## config.mk

```make
export PLATFORM = sky130hd
export DESIGN_NAME = div_et_core
export DESIGN_NICKNAME = d
export VERILOG_FILES = /design/src/rtl/div_et_pkg.sv /design/src/rtl/div_et_prep.sv /design/src/rtl/div_et_step.sv /design/src/rtl/div_et_ctrl.sv /design/src/rtl/div_et_core.sv
export SDC_FILE = /design/constraint.sdc
export NUM_CORES = 1
export LEC_CHECK = 0
export BUFFER_PORTS_ARGS = -buffer_cell sky130_fd_sc_hd__buf_2
export CAP_MARGIN = 20
export CORE_MARGIN = 3
export CORE_UTILIZATION = 63
export CTS_CLUSTER_SIZE = 25
export DETAILED_ROUTE_END_ITERATION = 12
export PLACE_DENSITY = 0.83
export REMOVE_ABC_BUFFERS = 1
export SKIP_LAST_GASP = 1
export SYNTH_ARGS = -nofsm -noshare
export SYNTH_HDL_FRONTEND = slang
export SYNTH_SLANG_ARGS = --single-unit
```

## constraint.sdc

```tcl
create_clock -name clk -period 28.5 [get_ports clk]
set_input_delay 2.85 -clock clk [delete_from_list [all_inputs] [get_ports clk]]
set_output_delay 2.85 -clock clk [all_outputs]
set_load 0.1 [all_outputs]
```

## src/rtl/div_et_pkg.sv

```systemverilog
package div_et_pkg;

  typedef enum logic [1:0] {
    ST_IDLE  = 2'd0,
    ST_SETUP = 2'd1,
    ST_ITER  = 2'd2,
    ST_FIX   = 2'd3
  } div_state_e;

endpackage

```

## src/rtl/div_et_prep.sv

```systemverilog
module div_et_prep #(
  parameter int WIDTH = 32,
  localparam int CW = $clog2(WIDTH + 1)
) (
  input  logic [WIDTH-1:0] a_raw,
  input  logic [WIDTH-1:0] b_raw,
  input  logic             signed_op,
  output logic [WIDTH-1:0] a_mag,
  output logic [WIDTH-1:0] b_mag,
  output logic [CW-1:0]    a_clz,
  output logic [CW-1:0]    iter_len
);

  function automatic logic [WIDTH-1:0] f_mag(input logic [WIDTH-1:0] v, input logic sgn);
    return (sgn && v[WIDTH-1]) ? (~v + WIDTH'(1)) : v;
  endfunction

  function automatic logic [CW-1:0] f_clz(input logic [WIDTH-1:0] v);
    logic [CW-1:0] n;
    logic          seen;
    n    = '0;
    seen = 1'b0;
    for (int i = WIDTH - 1; i >= 0; i--) begin
      if (v[i]) seen = 1'b1;
      else if (!seen) n = n + CW'(1);
    end
    return n;
  endfunction

  always_comb begin
    a_mag    = f_mag(a_raw, signed_op);
    b_mag    = f_mag(b_raw, signed_op);
    a_clz    = f_clz(a_mag);
    iter_len = CW'(WIDTH) - a_clz;
  end

endmodule

```

## src/rtl/div_et_step.sv

```systemverilog
module div_et_step #(
  parameter int WIDTH = 32
) (
  input  logic [WIDTH-1:0] rem_in,
  input  logic [WIDTH-1:0] quo_in,
  input  logic [WIDTH-1:0] dvs,
  output logic [WIDTH-1:0] rem_out,
  output logic [WIDTH-1:0] quo_out
);

  logic [WIDTH:0] trial;
  logic [WIDTH:0] diff;
  logic           fits;

  always_comb begin
    trial   = {rem_in, quo_in[WIDTH-1]};
    diff    = trial - {1'b0, dvs};
    fits    = (trial >= {1'b0, dvs});
    rem_out = fits ? diff[WIDTH-1:0] : trial[WIDTH-1:0];
    quo_out = {quo_in[WIDTH-2:0], fits};
  end

endmodule

```

## src/rtl/div_et_ctrl.sv

```systemverilog
module div_et_ctrl
  import div_et_pkg::*;
#(
  parameter int WIDTH = 32,
  localparam int CW = $clog2(WIDTH + 1)
) (
  input  logic          clk,
  input  logic          rst_n,
  input  logic          start,
  input  logic [CW-1:0] iter_len,
  output div_state_e    state,
  output logic          accept,
  output logic          load,
  output logic          step_en,
  output logic          fix
);

  logic [CW-1:0] cnt;

  always_ff @(posedge clk or negedge rst_n) begin
    if (!rst_n) begin
      state <= ST_IDLE;
      cnt   <= '0;
    end else begin
      case (state)
        ST_IDLE:  if (start) state <= ST_SETUP;
        ST_SETUP: begin
          cnt   <= iter_len;
          state <= (iter_len == '0) ? ST_FIX : ST_ITER;
        end
        ST_ITER: begin
          cnt <= cnt - CW'(1);
          if (cnt == CW'(1)) state <= ST_FIX;
        end
        ST_FIX:   state <= ST_IDLE;
        default:  state <= ST_IDLE;
      endcase
    end
  end

  always_comb begin
    accept  = (state == ST_IDLE) && start;
    load    = (state == ST_SETUP);
    step_en = (state == ST_ITER);
    fix     = (state == ST_FIX);
  end

  AST_ITER_CNT_LIVE: assert property (@(posedge clk) disable iff (!rst_n)
    (state == ST_ITER) |-> (cnt != '0));

  AST_BUSY_NO_RESTART: assert property (@(posedge clk) disable iff (!rst_n)
    (state != ST_IDLE && start) |=> (state != ST_SETUP));

endmodule

```

## src/rtl/div_et_core.sv

```systemverilog
module div_et_core
  import div_et_pkg::*;
#(
  parameter int WIDTH = 32,
  localparam int CW = $clog2(WIDTH + 1)
) (
  input  logic             clk,
  input  logic             rst_n,
  input  logic             start,
  input  logic             is_signed,
  input  logic [WIDTH-1:0] dividend,
  input  logic [WIDTH-1:0] divisor,
  output logic             busy,
  output logic             done,
  output logic [WIDTH-1:0] quotient,
  output logic [WIDTH-1:0] remainder
);

  div_state_e       state;
  logic             accept, load, step_en, fix;
  logic [WIDTH-1:0] a_raw, b_raw;
  logic             sgn_q;
  logic [WIDTH-1:0] a_mag, b_mag;
  logic [CW-1:0]    a_clz, iter_len;
  logic [WIDTH-1:0] rem_q, quo_q, bmag_q;
  logic [WIDTH-1:0] rem_nx, quo_nx;
  logic [WIDTH-1:0] q_out, r_out;
  logic             done_q;
  logic [CW:0]      occ_cnt, occ_exp;

  function automatic logic [WIDTH-1:0] f_fix_quo(
    input logic [WIDTH-1:0] qm, input logic [WIDTH-1:0] a,
    input logic [WIDTH-1:0] b, input logic sgn);
    if (b == '0) return '1;
    if (sgn && (a[WIDTH-1] ^ b[WIDTH-1])) return ~qm + WIDTH'(1);
    return qm;
  endfunction

  function automatic logic [WIDTH-1:0] f_fix_rem(
    input logic [WIDTH-1:0] rm, input logic [WIDTH-1:0] a,
    input logic [WIDTH-1:0] b, input logic sgn);
    if (b == '0) return a;
    if (sgn && a[WIDTH-1]) return ~rm + WIDTH'(1);
    return rm;
  endfunction

  div_et_ctrl #(.WIDTH(WIDTH)) u_ctrl (
    .clk(clk), .rst_n(rst_n), .start(start), .iter_len(iter_len),
    .state(state), .accept(accept), .load(load), .step_en(step_en), .fix(fix)
  );

  div_et_prep #(.WIDTH(WIDTH)) u_prep (
    .a_raw(a_raw), .b_raw(b_raw), .signed_op(sgn_q),
    .a_mag(a_mag), .b_mag(b_mag), .a_clz(a_clz), .iter_len(iter_len)
  );

  div_et_step #(.WIDTH(WIDTH)) u_step (
    .rem_in(rem_q), .quo_in(quo_q), .dvs(bmag_q),
    .rem_out(rem_nx), .quo_out(quo_nx)
  );

  always_ff @(posedge clk or negedge rst_n) begin
    if (!rst_n) begin
      a_raw  <= '0;
      b_raw  <= '0;
      sgn_q  <= 1'b0;
      rem_q  <= '0;
      quo_q  <= '0;
      bmag_q <= '0;
      q_out  <= '0;
      r_out  <= '0;
      done_q <= 1'b0;
    end else begin
      done_q <= fix;
      if (accept) begin
        a_raw <= dividend;
        b_raw <= divisor;
        sgn_q <= is_signed;
      end
      if (load) begin
        rem_q  <= '0;
        quo_q  <= a_mag << a_clz;
        bmag_q <= b_mag;
      end else if (step_en) begin
        rem_q <= rem_nx;
        quo_q <= quo_nx;
      end
      if (fix) begin
        q_out <= f_fix_quo(quo_q, a_raw, b_raw, sgn_q);
        r_out <= f_fix_rem(rem_q, a_raw, b_raw, sgn_q);
      end
    end
  end

  always_comb begin
    busy      = (state != ST_IDLE);
    done      = done_q;
    quotient  = q_out;
    remainder = r_out;
  end

  // occupancy bookkeeping for the latency assertion
  always_ff @(posedge clk or negedge rst_n) begin
    if (!rst_n) begin
      occ_cnt <= '0;
      occ_exp <= '0;
    end else begin
      if (accept)    occ_cnt <= '0;
      else if (busy) occ_cnt <= occ_cnt + (CW+1)'(1);
      if (load)      occ_exp <= {1'b0, iter_len} + (CW+1)'(2);
    end
  end

  AST_OCCUPANCY: assert property (@(posedge clk) disable iff (!rst_n)
    done |-> (occ_cnt == occ_exp));

  AST_BUSY_DONE_EXCL: assert property (@(posedge clk) disable iff (!rst_n)
    busy |-> !done);

  AST_DONE_PULSE: assert property (@(posedge clk) disable iff (!rst_n)
    done |=> !done);

  AST_REM_BELOW_DIVISOR: assert property (@(posedge clk) disable iff (!rst_n)
    (step_en && bmag_q != '0) |-> (rem_q < bmag_q));

  AST_ZERO_SHORT: assert property (@(posedge clk) disable iff (!rst_n)
    (load && a_mag == '0) |=> fix);

  AST_DIV_ZERO: assert property (@(posedge clk) disable iff (!rst_n)
    (fix && b_raw == '0) |=> (quotient == '1 && remainder == $past(a_raw)));

  AST_OPERANDS_HELD: assert property (@(posedge clk) disable iff (!rst_n)
    (busy && start) |=> (a_raw == $past(a_raw) && b_raw == $past(b_raw)));

  AST_RESULT_HELD: assert property (@(posedge clk) disable iff (!rst_n)
    (!fix) |=> $stable(quotient));

endmodule

```

**Word level (Yosys, flattened, before mapping)**

Index checks and enable logic that the tools add are counted.

- Register bits: 234
- Bits in latches: 0
- Memory bits (writable): 0
- ROM bits: 0
- Output and inout port bits: 66
- Logic and storage cells: 194
- Memories: 0

- Add/sub/neg operators: 38
- $mul: 0
- Divide/modulo/power cells: 0
- Order comparisons: 1
- Eq/ne operators: 6
- Shift operators: 1
- Muxes and demuxes: 122
- Bitwise gates (word level): 5
- Reductions and logical operators: 10

Operators by type and width:

| operator | count |
|---|---|
| 32-bit 2-to-1 mux | 15 |
| 6-bit 2-to-1 mux | 62 |
| 6-bit by 1-bit adder with 6-bit output, second input constant | 30 |
| 32-bit by 1-bit adder with 32-bit output, second input constant | 4 |
| 32-bit NOT | 4 |
| 1-bit 2-to-1 mux | 41 |
| 33-bit by 32-bit >= comparator with 1-bit output | 1 |
| 32-bit zero test | 1 |
| 32-bit by 6-bit << shifter with 32-bit output | 1 |
| 32-bit subtractor | 1 |
| 6-bit one-hot mux with 2 select lines | 1 |
| 2-bit one-hot mux with 4 select lines | 1 |
| 6-bit by 1-bit == test with 1-bit output, second input constant | 1 |
| 6-bit zero test | 1 |
| 6-bit by 1-bit subtractor with 6-bit output, second input constant | 1 |
| 6-bit subtractor, first input constant | 1 |
| 2-bit == test, second input constant | 2 |
| 1-bit logical AND | 4 |
| 2-bit 2-to-1 mux | 2 |
| 2-bit nonzero test | 2 |
| 1-bit by 1-bit adder with 2-bit output, second input constant | 1 |
| 2-bit by 1-bit == test with 1-bit output, second input constant | 1 |
| 2-bit zero test | 1 |
| 2-bit by 1-bit inequality test with 1-bit output, second input constant | 1 |
| 3 further kinds | 3 |

**Depth between registers and ports, before layout**

- Depth in word-level cells: 101
- Depth in mapped cells: 121
- Gate-level depth less buffers: 119

**Modules after synthesis**

Synthesis repeated with hierarchy kept, for this count alone.

- Cell total of the unflattened synthesis: 2485
- Area total of the unflattened synthesis: 21438.1 um2

Modules (own cells, without submodules):

| module | instances | cells an instance | area an instance (um2) | seq. area each (um2) |
|---|---|---|---|---|
| div_et_core | 1 | 1179 | 12233.0 | 5655.4 |
| div_et_prep | 1 | 890 | 6080.8 | 0.0 |
| div_et_step | 1 | 355 | 2571.2 | 0.0 |
| div_et_ctrl | 1 | 61 | 553.0 | 200.2 |

**Least setup slack after synthesis**

No wires, ideal clock.

- Path kind: register -> register
- From: register a_raw[0]
- To: register quo_q[24]
- Library setup time: 0.125 ns
- Arrival time: 20.948 ns
- Data required time: 28.375 ns
- Setup slack: 7.427 ns
- Stages on the path, launching flop included: 116
- Path buffers: 3
- Clock period less this slack: 21.073 ns
- Cell sequence: dfrtp_1 buf_2 inv_1 ha_1 nor4b_4 nand4_1 or3_4 o31ai_2 o21ai_2 inv_2 ha_1 nor2_1 nor2_1 ha_1 mux2i_1 a21oi_1 ha_1 mux2i_1 [... 80 more ...] ha_1 nand2_1 nand2_1 ha_1 nand2_1 xor2_1 nor2_1 xnor2_1 xor2_1 clkbuf_1 clkbuf_1 nand2_1 nand2_1 nand2_1 o211ai_1 o21ai_0 a22o_1 mux2_2

- Cells in the longest elaborated chain, start to end: 99

Ends and longest elaborated chain:

| item | RTL line | text |
|---|---|---|
| from (decl) | div_et_core.sv:21 | `logic [WIDTH-1:0] a_raw, b_raw;` |
| from (signal assigned) | div_et_core.sv:76 | `a_raw <= dividend;` |
| 32-bit NOT | div_et_prep.sv:15 | `return (sgn && v[WIDTH-1]) ? (~v + WIDTH'(1)) : v;` |
| 32-bit by 1-bit adder with 32-bit output | div_et_prep.sv:15 |  |
| 32-bit 2-to-1 mux (*) | div_et_prep.sv:15 |  |
| 1-bit 2-to-1 mux | div_et_prep.sv:24 | `if (v[i]) seen = 1'b1;` |
| 1-bit by 1-bit adder with 2-bit output | div_et_prep.sv:25 | `else if (!seen) n = n + CW'(1);` |
| 6-bit 2-to-1 mux | div_et_prep.sv:25 |  |
| 6-bit 2-to-1 mux | div_et_prep.sv:24 |  |
| 6-bit by 1-bit adder with 6-bit output | div_et_prep.sv:25 |  |
| [... 83 more ...] | n/a |  |
| 6-bit by 1-bit adder with 6-bit output | div_et_prep.sv:25 |  |
| 6-bit 2-to-1 mux | div_et_prep.sv:25 |  |
| 6-bit 2-to-1 mux | div_et_prep.sv:24 |  |
| 6-bit by 1-bit adder with 6-bit output | div_et_prep.sv:25 |  |
| 6-bit 2-to-1 mux | div_et_prep.sv:25 |  |
| 6-bit 2-to-1 mux | div_et_prep.sv:24 |  |
| 32-bit by 6-bit << shifter with 32-bit output (*) | div_et_core.sv:82 | `quo_q <= a_mag << a_clz;` |
| 32-bit 2-to-1 mux (*) | div_et_core.sv:80 | `if (load) begin` |
| to (signal assigned) | div_et_core.sv:82 |  |
| to (signal assigned) | div_et_core.sv:86 | `quo_q <= quo_nx;` |
| to (decl) | div_et_core.sv:25 | `logic [WIDTH-1:0] rem_q, quo_q, bmag_q;` |

Mark *: on every way between the ends. The rest lies on a longest branch, timed or not.
A chain may end at the register's enable or synchronous reset.

**Worst setup path in the final report**

- From: register a_raw[0]
- To: register quo_q[30]

The elaborated chain is that of the path after synthesis.

==> metrics.md <==
| Metric | Value |
|---|---|
| Drc violations | 0 |
| Slew HR | between 30% and 40% |
| WP data required | slightly below 30,000 ps |
| Worst path max stage delay | around 540 ps |
| List of most frequent post-synthesis cells | nor2_1, dfrtp_1, a21oi_1, nand2_1, inv_1 |
| Clock slew at reported path FFs | ~60 ps |
| Clock skew | between 30 and 40 ps |
| Post-synthesis cell type count | between 90 and 100 |
| Largest family of logic cells by synthesized area | compound AO/OA/AOI/OAI gates |
| Ys async rst share | 100.0% |
| Pin count of the biggest net entering global routing | 95 |
| Critical path's top delay family | adder cells |
| GP Congestion | 0.9461 |
| Post-synth EDFFs | 0 |
| Max Fclk | about 41 MHz |
| Adder-cell share of the synthesized area | 4.900% |
| Max Slew Vio Count | 0 |
| Worst min path class | reg -> reg |
| Vias per inst | between 6 and 7 |
| Worst path slowest cell | dfrtp_1 |
| Post-DP HPWL | just over 40 mm |
| CP arrival | 24,860 ps |
| Post-route minimum period | 24,420 ps |
| Final Hold Fails | 0 |
| Cell mode on critical path | ha_1 |
| Via count | approximately 18,000 |
| Cells after synthesis | ~2,300 |
| Worst setup SP type | register |
| Rows | 63 |
| DIE AREA | approximately 33,000 um^2 |
| Setup violators final | 0 |
| WP buf/inv | 7 |
| Die Ht | around 180 um |
| Initial DRC Count | around 1,700 |
| Antenna violations before repair | 1 |
| Antenna Cells | 0 |
| Number of CTS-inserted buffers | 26 |
| Gr usage total | ~33% |
| Compound-gate portion of the synthesized area | 18.41% |
| Fin crit share | roughly 86% |
| Status | finished clean |
| Setup tns final | 0 ps |
| CP max FO | 33 |
| Post-CTS Resized | 0 |
| Max clock buf depth | 3 |
| RSZ-0062 raised after global routing | no |
| Warnings from Yosys | 0 |
| Crit Path Category | reg -> reg |
| Final antenna-violating net count | 0 |
| Max-Cap Viols | 0 |
| Htree depth | 1 |
| Largest area contributor in the netlist | dfrtp_1 |
| Seq/Total Area, Yosys | a little under a third |
| I/O pin count | roughly 130 |
| # Post-CTS Setup Buffers | 0 |
| CTS tree | yes |
| Synthesized-area fraction occupied by xor and xnor cells | between 10% and 20% |
| Crit path capture type | register |
| Final net count | approximately 2,500 |
| WL per Instance | 19.57 um |
| Core area | between 30,000 and 40,000 um^2 |
| #FFs+latches synth | roughly 230 |
| IO buf count | roughly 130 |
| Syn_area_per_cell | around 8.3 um^2 |
| Drt first pass iters | 5 |
| Share of post-route cells with drive strength above 1 | between 10% and 20% |
| Largest cells by area after synthesis | dfrtp_1, mux2_2, xnor2_1 |
| Most common flop cell mapped by yosys | dfrtp_1 |
| Sink Count | roughly 230 |
| Clock Tree Root | clkbuf_16 |
| Area growth syn-to-layout | 8.832% |
| Global-route wire length before repair | around 90 mm |
| Top-count cell post-synth | nor2_1 |
| Die W | between 150 and 200 um |
| Post-synthesis simple-gate area fraction | approximately 18% |
| Post-synthesis mux area share | 12.39% |
| Initial Util | roughly two thirds |
| Total gr overflow | 0 |
| Top cell type's share of synthesized area | 30.02% |
| Synth Cell Area | slightly below 20,000 um^2 |
| Slew @ Worst Pin | 972.1 ps |
| Number of global-route vias before repair | 17,306 |
| Clk Latency, worst-skew pair | roughly 550 ps |
| Final wirelength | around 55 mm |
| Cts hold-fix bufs | 0 |
## area by class of cell
type,instances,area [um^2]
clock inverter,12,132.6
tap,390,488.0
multi-input combinational,1826,12660
inverter,143,536.8
timing repair buffer,154,853.3
fill,2368,8881
sequential,234,5856
clock buffer,32,703.2
## cell families (layout without fill, tap and decap cells)
logic type | after synthesis | count (layout)
compound gates | 585 | 585
xor+xnor | 220 | 220
fa+ha+maj | 76 | 76
buf+inv | 280 | 341
flops | 234 | 234
mux | 225 | 225
simple gates | 720 | 720
## routing by layer
metal  global-route usage (%)  wire (um)
met1                    42.67      22350
met2                    54.80      26270
met3                    4.267       3654
met4                    12.71       2330
met5                        0         13
## worst paths after layout
check | slack, ps | depth (start not counted) | start | endpoint
worst max-delay path | 4080 | 116 | a_raw[0]$_DFFE_PN0P_ | quo_q[30]$_DFFE_PN0P_
worst min-delay path | 500 | 1 | remainder[17]$_DFFE_PN0P_ | remainder[17]$_DFFE_PN0P_
worst max register to register | 4080 | 116 | a_raw[0]$_DFFE_PN0P_ | quo_q[30]$_DFFE_PN0P_
worst min register to register | 500 | 1 | remainder[17]$_DFFE_PN0P_ | remainder[17]$_DFFE_PN0P_
max in group asynchronous | 23840 | 3 | rst_n | a_raw[12]$_DFFE_PN0P_
min in group asynchronous | 2300 | 1 | rst_n | quotient[6]$_DFFE_PN0P_
## flip-flops by register name, indices dropped and copies added (netlist names), 2 cells and up
signal        cells
u_ctrl.cnt        6
b_raw            32
bmag_q           32
quo_q            32
rem_q            32
quotient         32
a_raw            32
remainder        32
u_ctrl.state      2
## placed cells by master, fill, tap and decap left out, types with 7 or more instances in the layout
cell type / n
a211oi_1: 9
a21o_1: 20
a21oi_1: 194
a22o_1: 8
a31oi_1: 50
and2_1: 14
and3_1: 27
buf_2: 132
buf_4: 20
clkbuf_16: 26
dfrtp_1: 234
ha_1: 71
inv_1: 139
mux2_2: 130
mux2i_1: 94
nand2_1: 185
nand2b_1: 16
nand3_1: 40
nand4_1: 29
nor2_1: 257
nor2b_1: 9
nor3_1: 47
nor4_1: 17
o211ai_1: 13
o21ai_0: 124
o21ai_1: 7
o22ai_1: 40
o31ai_1: 35
o41ai_1: 8
or2_2: 7
or3_1: 15
or4_1: 9
xnor2_1: 129
xor2_1: 73
## metrics by stage
| stage | util, % | instance area, um^2 | hold slack (ps) | setup slack (ps) | instances |
|---|---|---|---|---|---|
| 2_1_floorplan | - | 18980 | 480.9 | 5849 | 2203 |
| 3_3_place_gp | 67.64 | 20370 | 487.4 | 5594 | 2746 |
| 3_5_place_dp | 67.64 | 20370 | 489.4 | 4553 | 2746 |
| 4_1_cts | 70.41 | 21200 | 502.7 | 4438 | 2790 |
| 5_1_grt | 70.51 | 21230 | 520.4 | 2347 | 2791 |
| 6_report | 70.51 | 21230 | 500.5 | 4079 | 2791 |
Power is not shown: default switching activity piles up to over one toggle a cycle in this logic, so the estimate is an artifact.
